<file path="src/rtl/mbox_pkg.sv">
package mbox_pkg;
  // Event positions in the engine-to-host doorbell:
  // 0 message read, 1 response waiting, 2 passthrough, 3 timer expiry, 4 back from reset
  localparam int EVT_W = 5;
  // Doorbell index: 0 host-to-engine, 1 engine-to-host
  localparam int BELL_DN = 0;
  localparam int BELL_UP = 1;
  localparam int N_BELL  = 2;
  // Address offset of each alias inside a doorbell's three-word window
  typedef enum logic [1:0] {
    AL_PLAIN = 2'd0,
    AL_SET   = 2'd1,
    AL_CLR   = 2'd2
  } alias_e;
  localparam int N_ALIAS = 3;
endpackage

</file>
<file path="src/rtl/mbox_decode.sv">
module mbox_decode
  import mbox_pkg::*;
#(
  parameter int ADDR_W  = 4,
  parameter int NCMD    = 4,
  parameter bit OWN_RSP = 1'b0
) (
  input  logic                 clk,
  input  logic                 rst_n,
  input  logic                 req,
  input  logic                 we,
  input  logic [ADDR_W-1:0]    addr,
  output logic [NCMD-1:0]      data_we,
  output logic [N_BELL-1:0]    bell_wr,
  output logic [N_BELL-1:0]    bell_or,
  output logic [N_BELL-1:0]    bell_and
);
  localparam int CMD_BASE  = 0;
  localparam int RSP_BASE  = NCMD;
  localparam int BELL_BASE = 2 * NCMD;
  localparam int OWN_BASE  = OWN_RSP ? RSP_BASE : CMD_BASE;

  logic wr;
  assign wr = req & we;

  for (genvar i = 0; i < NCMD; i++) begin : g_data
    assign data_we[i] = wr && (addr == ADDR_W'(OWN_BASE + i));
  end

  for (genvar b = 0; b < N_BELL; b++) begin : g_bell
    localparam int WIN = BELL_BASE + N_ALIAS * b;
    assign bell_wr[b]  = wr && (addr == ADDR_W'(WIN + int'(AL_PLAIN)));
    assign bell_or[b]  = wr && (addr == ADDR_W'(WIN + int'(AL_SET)));
    assign bell_and[b] = wr && (addr == ADDR_W'(WIN + int'(AL_CLR)));
  end

  // a read never produces a write strobe
  p_no_strobe_on_read_r9: assert property (@(posedge clk) disable iff (!rst_n)
    (req && !we) |-> ({data_we, bell_wr, bell_or, bell_and} == '0));
  // at most one target per access
  p_single_target_r5: assert property (@(posedge clk) disable iff (!rst_n)
    $onehot0({data_we, bell_wr, bell_or, bell_and}));
endmodule

</file>
<file path="src/rtl/mbox_dataregs.sv">
module mbox_dataregs #(
  parameter int DATA_W = 64,
  parameter int NCMD   = 4
) (
  input  logic                         clk,
  input  logic                         rst_n,
  input  logic [NCMD-1:0]              we,
  input  logic [DATA_W-1:0]            wdata,
  output logic [NCMD-1:0][DATA_W-1:0]  q
);
  for (genvar i = 0; i < NCMD; i++) begin : g_word
    always_ff @(posedge clk) begin
      if (!rst_n)     q[i] <= '0;
      else if (we[i]) q[i] <= wdata;
    end

    // a word not addressed by its owner keeps its value
    p_hold_r4: assert property (@(posedge clk) disable iff (!rst_n)
      !we[i] |=> $stable(q[i]));
    // an owner write lands in the next cycle
    p_write_r2: assert property (@(posedge clk) disable iff (!rst_n)
      we[i] |=> (q[i] == $past(wdata)));
  end
endmodule

</file>
<file path="src/rtl/mbox_doorbell.sv">
module mbox_doorbell #(
  parameter int DATA_W = 64
) (
  input  logic              clk,
  input  logic              rst_n,
  input  logic              h_wr,
  input  logic              h_or,
  input  logic              h_and,
  input  logic [DATA_W-1:0] h_wdata,
  input  logic              e_wr,
  input  logic              e_or,
  input  logic              e_and,
  input  logic [DATA_W-1:0] e_wdata,
  output logic [DATA_W-1:0] q,
  output logic              irq
);
  // Combining rule: base from plain writes (host first), then clears, then sets
  function automatic logic [DATA_W-1:0] bell_next(
    input logic [DATA_W-1:0] cur,
    input logic              hw, input logic [DATA_W-1:0] hd,
    input logic              ew, input logic [DATA_W-1:0] ed,
    input logic [DATA_W-1:0] setm,
    input logic [DATA_W-1:0] clrm);
    logic [DATA_W-1:0] base;
    base = hw ? hd : (ew ? ed : cur);
    return (base & clrm) | setm;
  endfunction

  logic [DATA_W-1:0] set_mask, clr_mask;
  logic              any_op, clr_like;

  assign set_mask = (h_or ? h_wdata : '0) | (e_or ? e_wdata : '0);
  assign clr_mask = (h_and ? h_wdata : '1) & (e_and ? e_wdata : '1);
  assign any_op   = h_wr | h_or | h_and | e_wr | e_or | e_and;
  assign clr_like = h_wr | h_and | e_wr | e_and;

  always_ff @(posedge clk) begin
    if (!rst_n) q <= '0;
    else        q <= bell_next(q, h_wr, h_wdata, e_wr, e_wdata, set_mask, clr_mask);
  end

  assign irq = |q;

  // bits being set survive any clear in the same cycle
  p_set_wins_r7: assert property (@(posedge clk) disable iff (!rst_n)
    (h_or || e_or) |=> ((q & $past(set_mask)) == $past(set_mask)));
  // a lone host AND-clear masks the old value
  p_and_clear_r5: assert property (@(posedge clk) disable iff (!rst_n)
    (h_and && !h_or && !h_wr && !e_wr && !e_or && !e_and)
      |=> (q == ($past(q) & $past(h_wdata))));
  // no access, no change
  p_hold_r5: assert property (@(posedge clk) disable iff (!rst_n)
    !any_op |=> $stable(q));
  // the interrupt only falls after a clearing or plain write
  p_irq_fall_r6: assert property (@(posedge clk) disable iff (!rst_n)
    $fell(irq) |-> $past(clr_like));
endmodule

</file>
<file path="src/rtl/mbox_regbank.sv">
module mbox_regbank
  import mbox_pkg::*;
#(
  parameter int DATA_W = 64,
  parameter int NCMD   = 4,
  parameter int ADDR_W = 4
) (
  input  logic              clk,
  input  logic              rst_n,
  input  logic              h_req,
  input  logic              h_we,
  input  logic [ADDR_W-1:0] h_addr,
  input  logic [DATA_W-1:0] h_wdata,
  output logic [DATA_W-1:0] h_rdata,
  output logic              h_irq,
  output logic [EVT_W-1:0]  h_evt,
  input  logic              e_req,
  input  logic              e_we,
  input  logic [ADDR_W-1:0] e_addr,
  input  logic [DATA_W-1:0] e_wdata,
  output logic [DATA_W-1:0] e_rdata,
  output logic              e_irq
);
  localparam int CMD_BASE  = 0;
  localparam int RSP_BASE  = NCMD;
  localparam int BELL_BASE = 2 * NCMD;

  logic [NCMD-1:0]             h_data_we, e_data_we;
  logic [N_BELL-1:0]           h_bwr, h_bor, h_band;
  logic [N_BELL-1:0]           e_bwr, e_bor, e_band;
  logic [NCMD-1:0][DATA_W-1:0] cmd_q, rsp_q;
  logic [N_BELL-1:0][DATA_W-1:0] bell_q;
  logic [N_BELL-1:0]           bell_irq;

  mbox_decode #(.ADDR_W(ADDR_W), .NCMD(NCMD), .OWN_RSP(1'b0)) u_hdec (
    .clk(clk), .rst_n(rst_n), .req(h_req), .we(h_we), .addr(h_addr),
    .data_we(h_data_we), .bell_wr(h_bwr), .bell_or(h_bor), .bell_and(h_band));

  mbox_decode #(.ADDR_W(ADDR_W), .NCMD(NCMD), .OWN_RSP(1'b1)) u_edec (
    .clk(clk), .rst_n(rst_n), .req(e_req), .we(e_we), .addr(e_addr),
    .data_we(e_data_we), .bell_wr(e_bwr), .bell_or(e_bor), .bell_and(e_band));

  mbox_dataregs #(.DATA_W(DATA_W), .NCMD(NCMD)) u_cmd (
    .clk(clk), .rst_n(rst_n), .we(h_data_we), .wdata(h_wdata), .q(cmd_q));

  mbox_dataregs #(.DATA_W(DATA_W), .NCMD(NCMD)) u_rsp (
    .clk(clk), .rst_n(rst_n), .we(e_data_we), .wdata(e_wdata), .q(rsp_q));

  for (genvar b = 0; b < N_BELL; b++) begin : g_bell
    mbox_doorbell #(.DATA_W(DATA_W)) u_bell (
      .clk(clk), .rst_n(rst_n),
      .h_wr(h_bwr[b]), .h_or(h_bor[b]), .h_and(h_band[b]), .h_wdata(h_wdata),
      .e_wr(e_bwr[b]), .e_or(e_bor[b]), .e_and(e_band[b]), .e_wdata(e_wdata),
      .q(bell_q[b]), .irq(bell_irq[b]));
  end

  function automatic logic [DATA_W-1:0] read_word(input logic [ADDR_W-1:0] a);
    logic [DATA_W-1:0] r;
    r = '0;
    for (int i = 0; i < NCMD; i++) begin
      if (a == ADDR_W'(CMD_BASE + i)) r = cmd_q[i];
      if (a == ADDR_W'(RSP_BASE + i)) r = rsp_q[i];
    end
    for (int b = 0; b < N_BELL; b++)
      for (int k = 0; k < N_ALIAS; k++)
        if (a == ADDR_W'(BELL_BASE + N_ALIAS * b + k)) r = bell_q[b];
    return r;
  endfunction

  always_ff @(posedge clk) begin
    if (!rst_n) begin
      h_rdata <= '0;
      e_rdata <= '0;
    end else begin
      if (h_req && !h_we) h_rdata <= read_word(h_addr);
      if (e_req && !e_we) e_rdata <= read_word(e_addr);
    end
  end

  assign e_irq = bell_irq[BELL_DN];
  assign h_irq = bell_irq[BELL_UP];
  assign h_evt = bell_q[BELL_UP][EVT_W-1:0];

  // read data holds while a side issues no read
  p_hrdata_hold_r2: assert property (@(posedge clk) disable iff (!rst_n)
    !(h_req && !h_we) |=> $stable(h_rdata));
  p_erdata_hold_r2: assert property (@(posedge clk) disable iff (!rst_n)
    !(e_req && !e_we) |=> $stable(e_rdata));
  // an event bit shown to the host implies the host interrupt
  p_evt_irq_r8: assert property (@(posedge clk) disable iff (!rst_n)
    (h_evt != '0) |-> h_irq);
endmodule

</file>
<file path="config.mk">
export PLATFORM = sky130hd
export DESIGN_NAME = mbox_regbank
export DESIGN_NICKNAME = d
export VERILOG_FILES = /design/src/rtl/mbox_pkg.sv /design/src/rtl/mbox_decode.sv /design/src/rtl/mbox_dataregs.sv /design/src/rtl/mbox_doorbell.sv /design/src/rtl/mbox_regbank.sv
export SDC_FILE = /design/constraint.sdc
export NUM_CORES = 2
export LEC_CHECK = 0
export BUFFER_PORTS_ARGS = -buffer_cell sky130_fd_sc_hd__buf_2
export CAP_MARGIN = 20
export CORE_MARGIN = 5
export CORE_UTILIZATION = 35
export CTS_BUF_LIST = sky130_fd_sc_hd__clkbuf_16
export CTS_CLUSTER_SIZE = 25
export DETAILED_ROUTE_END_ITERATION = 16
export PLACE_DENSITY = 0.6
export SYNTH_ARGS = -nofsm -noshare
export SYNTH_HDL_FRONTEND = slang
export SYNTH_SLANG_ARGS = --single-unit
</file>
<file path="constraint.sdc">
create_clock -name clk -period 5.75 [get_ports clk]
set_input_delay 1.15 -clock clk [delete_from_list [all_inputs] [get_ports clk]]
set_output_delay 1.15 -clock clk [all_outputs]
set_load 0.1 [all_outputs]
</file>
; Yosys cells after proc, flatten, opt, wreduce, memory -nomap -nowiden
; Cells that the tools add are included.
[word_totals]
inputBits = 142
register_bits = 768
out_inout_bits = 135
word_cells = 116
[op_classes]
mux = 40
eq_ne = 26
bitwise = 10
n_reduce_logical = 28
[ops]
columns = operator, n
row1 = 64-bit 2-to-1 mux, 40
row2 = 64-bit AND, 4
row3 = 64-bit OR, 4
row4 = 64-bit OR reduction, 2
row5 = "4-bit == test, second input constant", 12
row6 = "4-bit by 3-bit == test with 1-bit output, second input constant", 8
row7 = 1-bit logical AND, 22
row8 = "4-bit by 2-bit == test with 1-bit output, second input constant", 4
row9 = "4-bit by 1-bit == test with 1-bit output, second input constant", 2
row10 = 4-bit logical NOT, 2
row11 = 1-bit AND, 2
row12 = 1-bit logical NOT, 2

; Longest topological paths before layout
[depth]
ltp_word = 15
mapped_depth = 9
depth_no_buf = 5

; Modules after synthesis
; From an unflattened synthesis, not the netlist that was laid out.
[unflattened]
cells_unflattened = 5060
area_unflattened_um2 = 45170.8
[by_module_without_submodules]
columns = module, area_each_um2, cells_per_inst, seq_area_each_um2, instances
row1 = mbox_dataregs, 9825.7, 824, 5124.9, 2
row2 = mbox_regbank, 17021.3, 2464, 2562.5, 1
row3 = mbox_doorbell, 4150.2, 458, 1281.2, 2
row4 = mbox_decode at u_hdec, 116.4, 16, 0.0, 1
row5 = mbox_decode at u_edec, 81.3, 16, 0.0, 1

; Worst setup path after synthesis
; No wires, ideal clock.
[synth_timing]
path_kind = reg2out
start = reg g_bell[1].u_bell.q[14]
end = out h_irq
t_arrival_ns = 1.709
setup_slack_ns = 2.891
path_stages_with_launch = 5
required_time_ns = 4.600
path_buffers = 1
path_cell_list = dfxtp_1 clkbuf_1 nor4_1 nand4_1 or4_1
[synth_via]
elab_chain_cells = 1
[synth_lines]
columns = element, line
row1 = "start, declared", mbox_doorbell.sv:14  ; output logic [DATA_W-1:0] q,
row2 = "start signal, assigned", mbox_doorbell.sv:39  ; else q <= bell_next(q, h_wr, h_wdata, e_wr, e_wdata, set_mask, clr_mask);
row3 = 64-bit OR reduction, mbox_doorbell.sv:42  ; assign irq = |q;
row4 = "end, declared", mbox_regbank.sv:15  ; output logic h_irq,
; No other way between the ends.

; Worst setup path after layout
[layout_timing]
start = reg g_bell[1].u_bell.q[32]
end = out h_irq
; Same word-level chain as after synthesis.

==> summary.md <==
| Metric | Value |
|---|---|
| Met3 WL | about 40000 um |
| Gr usage total | between 30% and 40% |
| Routed wire length per instance | ~34 um |
| Root Buffer | clkbuf_16 |
| Final total power | approximately 14 mW |
| Area growth from synthesis to layout | 11.2% |
| Final ANT Viol Nets | 0 |
| Max Cap Violations | 0 |
| # rows | 130 |
| Gr ovfl total | 0 |
| Seq cells post-synth | 768 |
| Top achievable clock speed | 202 MHz |
| Setup_tns | 0 ps |
| CTS Buffer Depth | 3 |
| Worst reg2reg path depth | 5 |
| WHS Endpoint | u_cmd.q[38] |
| Buffers on Ports | between 200 and 300 |
| Sequential area share after synthesis | about a third |
| Hold_buf cts | 0 |
| DRT iter0 DRCs | between 9k and 10k |
| RSZ-0062 raised after global routing | false |
| Post-Synth Adder-Cell Area | 0% |
| Netlist cell types | 83 |
| Final worst slack | roughly 800 ps |
| Fraction of synthesized area in multiplexers | 5.63% |
| Hold Fails Final Rpt | 0 |
| Synth Area in XOR/XNOR | 0% |
| Outcome | completed |
| Max layer used | met5 |
| Die area | about 130000 sq um |
| Post-CTS setup buffer count | 0 |
| Startpoint class of the critical path | flop |
| Number of flops mapped to enable cells by yosys | 0 |
| Reg2reg start | u_rsp.q[59] |
| Post-Route M1 WL | 89500 um |
| Die W | 367 um |
| CP arrival | roughly 3800 ps |
| Post-synthesis instance area | 44500 sq um |
| Routed via count | around 51k |
| Worst IR Drop VDD | ~0.21 mV |
| Synth area leader | dfxtp_1 |
| Hold Crit Class | reg2reg |
| Final core utilization | between 30% and 40% |
| Share of cells above drive strength 1 | between 10 and 15% |
| Largest net degree at the start of global routing | roughly 120 |
| Post-DP HPWL | 146000 um |
| TritonCTS clock tree | yes |
| Synth top cells by count | nand2_1 (1131), a21oi_1 (902), dfxtp_1 (768), clkbuf_1 (412), o22ai_1 (224) |
| FF-to-FF setup slack | between 4000 and 5000 ps |
| WL final | 245000 um |
| Dpl ws | roughly 1500 ps |
| DRC Markers | 0 |
| Synthesized area per cell | a little under 8 sq um |
| Post-route clock period utilization | 86.1% |
| Clk Latency, worst-skew pair | around 700 ps |
| Net count, final | between 5k and 6k |
| Critical path required time | between 4000 and 5000 ps |
| First-pass GRT wire length | around 340000 um |
| CTS buffer count | 89 |
| Crit. End Element | output pin |
| Slew HR | approximately 16% |
| Main combinational cell family by area after synthesis | compound AO/OA/AOI/OAI gates |
| Final setup violation count | 0 |
| Synth top area share | about a third |
| Most used DFF post-synth | dfxtp_1 |
| Routed met2 length | around 98000 um |
| Crit Path Max Fanout | 8 |
| Ys async rst share | 0% |
| CTS sink cnt | roughly 770 |
| PwrDens | approximately 270 nW/um^2 |
| Min-delay src | u_cmd.q[38] |
| Hold depth | 2 |
| Post-Syn Nets | roughly 5.9k |
| I/O Pins | 277 |
| H-tree levels | 3 |
| Clock transition at path regs | 60 ps |
| Post-CTS resize count | 0 |
| Final Wtd Congestion | between 0.9 and 1 |
| Synth Area in Compound Gates | 37.1% |
| Initial antenna violation count | 35 |
| Drt pass-1 iters | 7 |
| Shortest period the worst path allows | between 4000 and 5000 ps |
| Die height | roughly 370 um |
| Max-slew violations | 0 |
| Ys Warns | 0 |
| Core ar. | between 100000 and 150000 sq um |
| Most frequent cell after synthesis | nand2_1 |
| CP Class | reg2out |
| Post-Synth Simple-Gate Area | between 10% and 20% |
| Tightest Pin Transition | approximately 1300 ps |
| Via/cell ratio | approximately 7 |
| Largest cells by area after synthesis | dfxtp_1 (35%), a21oi_1 (10%), nand2_1 (9.5%) |
| Worst R2R End | h_rdata[59] |
| Syn Inst Count | 5731 |
| Vias in the first global route | 46.6k |
| Leakage | approximately 17 nW |
| Clock skew | 20.9 ps |
| Starting density of the core | about a third |
worst max-delay path by stage:
stage | startpoint | to | slack [ps] | depth (start not counted)
4_1_cts | g_bell[1].u_bell.q[32] | h_irq | 1120 | 4
2_1_floorplan | g_bell[1].u_bell.q[14] | h_irq | 2890 | 4
3_3_place_gp | e_addr[0] | e_rdata[23] | 1550 | 7
3_5_place_dp | e_addr[0] | e_rdata[23] | 1540 | 7
5_1_grt | g_bell[1].u_bell.q[32] | h_irq | 950 | 4
6_report | g_bell[1].u_bell.q[32] | h_irq | 800 | 4
cells in the final DEF, fill, tap and decap left out, types with 131 or more instances in the layout:
cell / instances
mux2i_1: 174
o22ai_1: 224
nand2_1: 1122
dfxtp_1: 768
a21oi_1: 902
o21ai_0: 186
buf_2: 268
a22oi_1: 195
buf_4: 131
o2bb2ai_1: 146
worst max-delay path, stage by stage (launching register included):
cell and delay, ps:
dfxtp_1 400, nor4_1 840, nand4_1 640, or4_1 850
buf_2 360
registers in the layout, summed over array words and instances, names as in the netlist:
register         cells
u_rsp.q            256
h_rdata             64
e_rdata             64
g_bell.u_bell.q    128
u_cmd.q            256
stage by stage:
stage / hold slack (ps) / area [sq um] / instances
finish: 465 / 49500 / 7310
global route: 484 / 49500 / 7297
CTS: 467 / 49400 / 7285
detailed placement: 460 / 46700 / 7132
global placement: 451 / 46700 / 7131
floorplan: 442 / 44500 / 5731
layout make-up:
class / count / area, sq um
diodes: 23 / 57.6
clock buffers: 93 / 2330
clock inverters: 60 / 398
fillers: 12900 / 76600
inverters: 14 / 67.6
multi-input cells: 4277 / 26400
flip-flops and latches: 768 / 15400
well taps: 1650 / 2060
repair buffers: 425 / 2820
report_power, final:
group / switching [mW] / internal (mW)
combinational: 1.77 / 0.562
clock: 2.48 / 3.12
sequential: 0.163 / 5.42
logic make-up after synthesis:
group,after synthesis
flip-flops,768
AND/OR/NAND/NOR,1592
buffers and inverters,686
multiplexers,235
AO/OA/AOI/OAI,2450
layer usage:
layer | vias up | track usage [%]
met2 | 4820 | 48.4
met3 | 1218 | 13.5
met1 | 24100 | 43.2
li1 | 21000 | -
met4 | 6 | 21.0
met5 | - | 0
No activity file was read; power rests on OpenSTA's default activity.
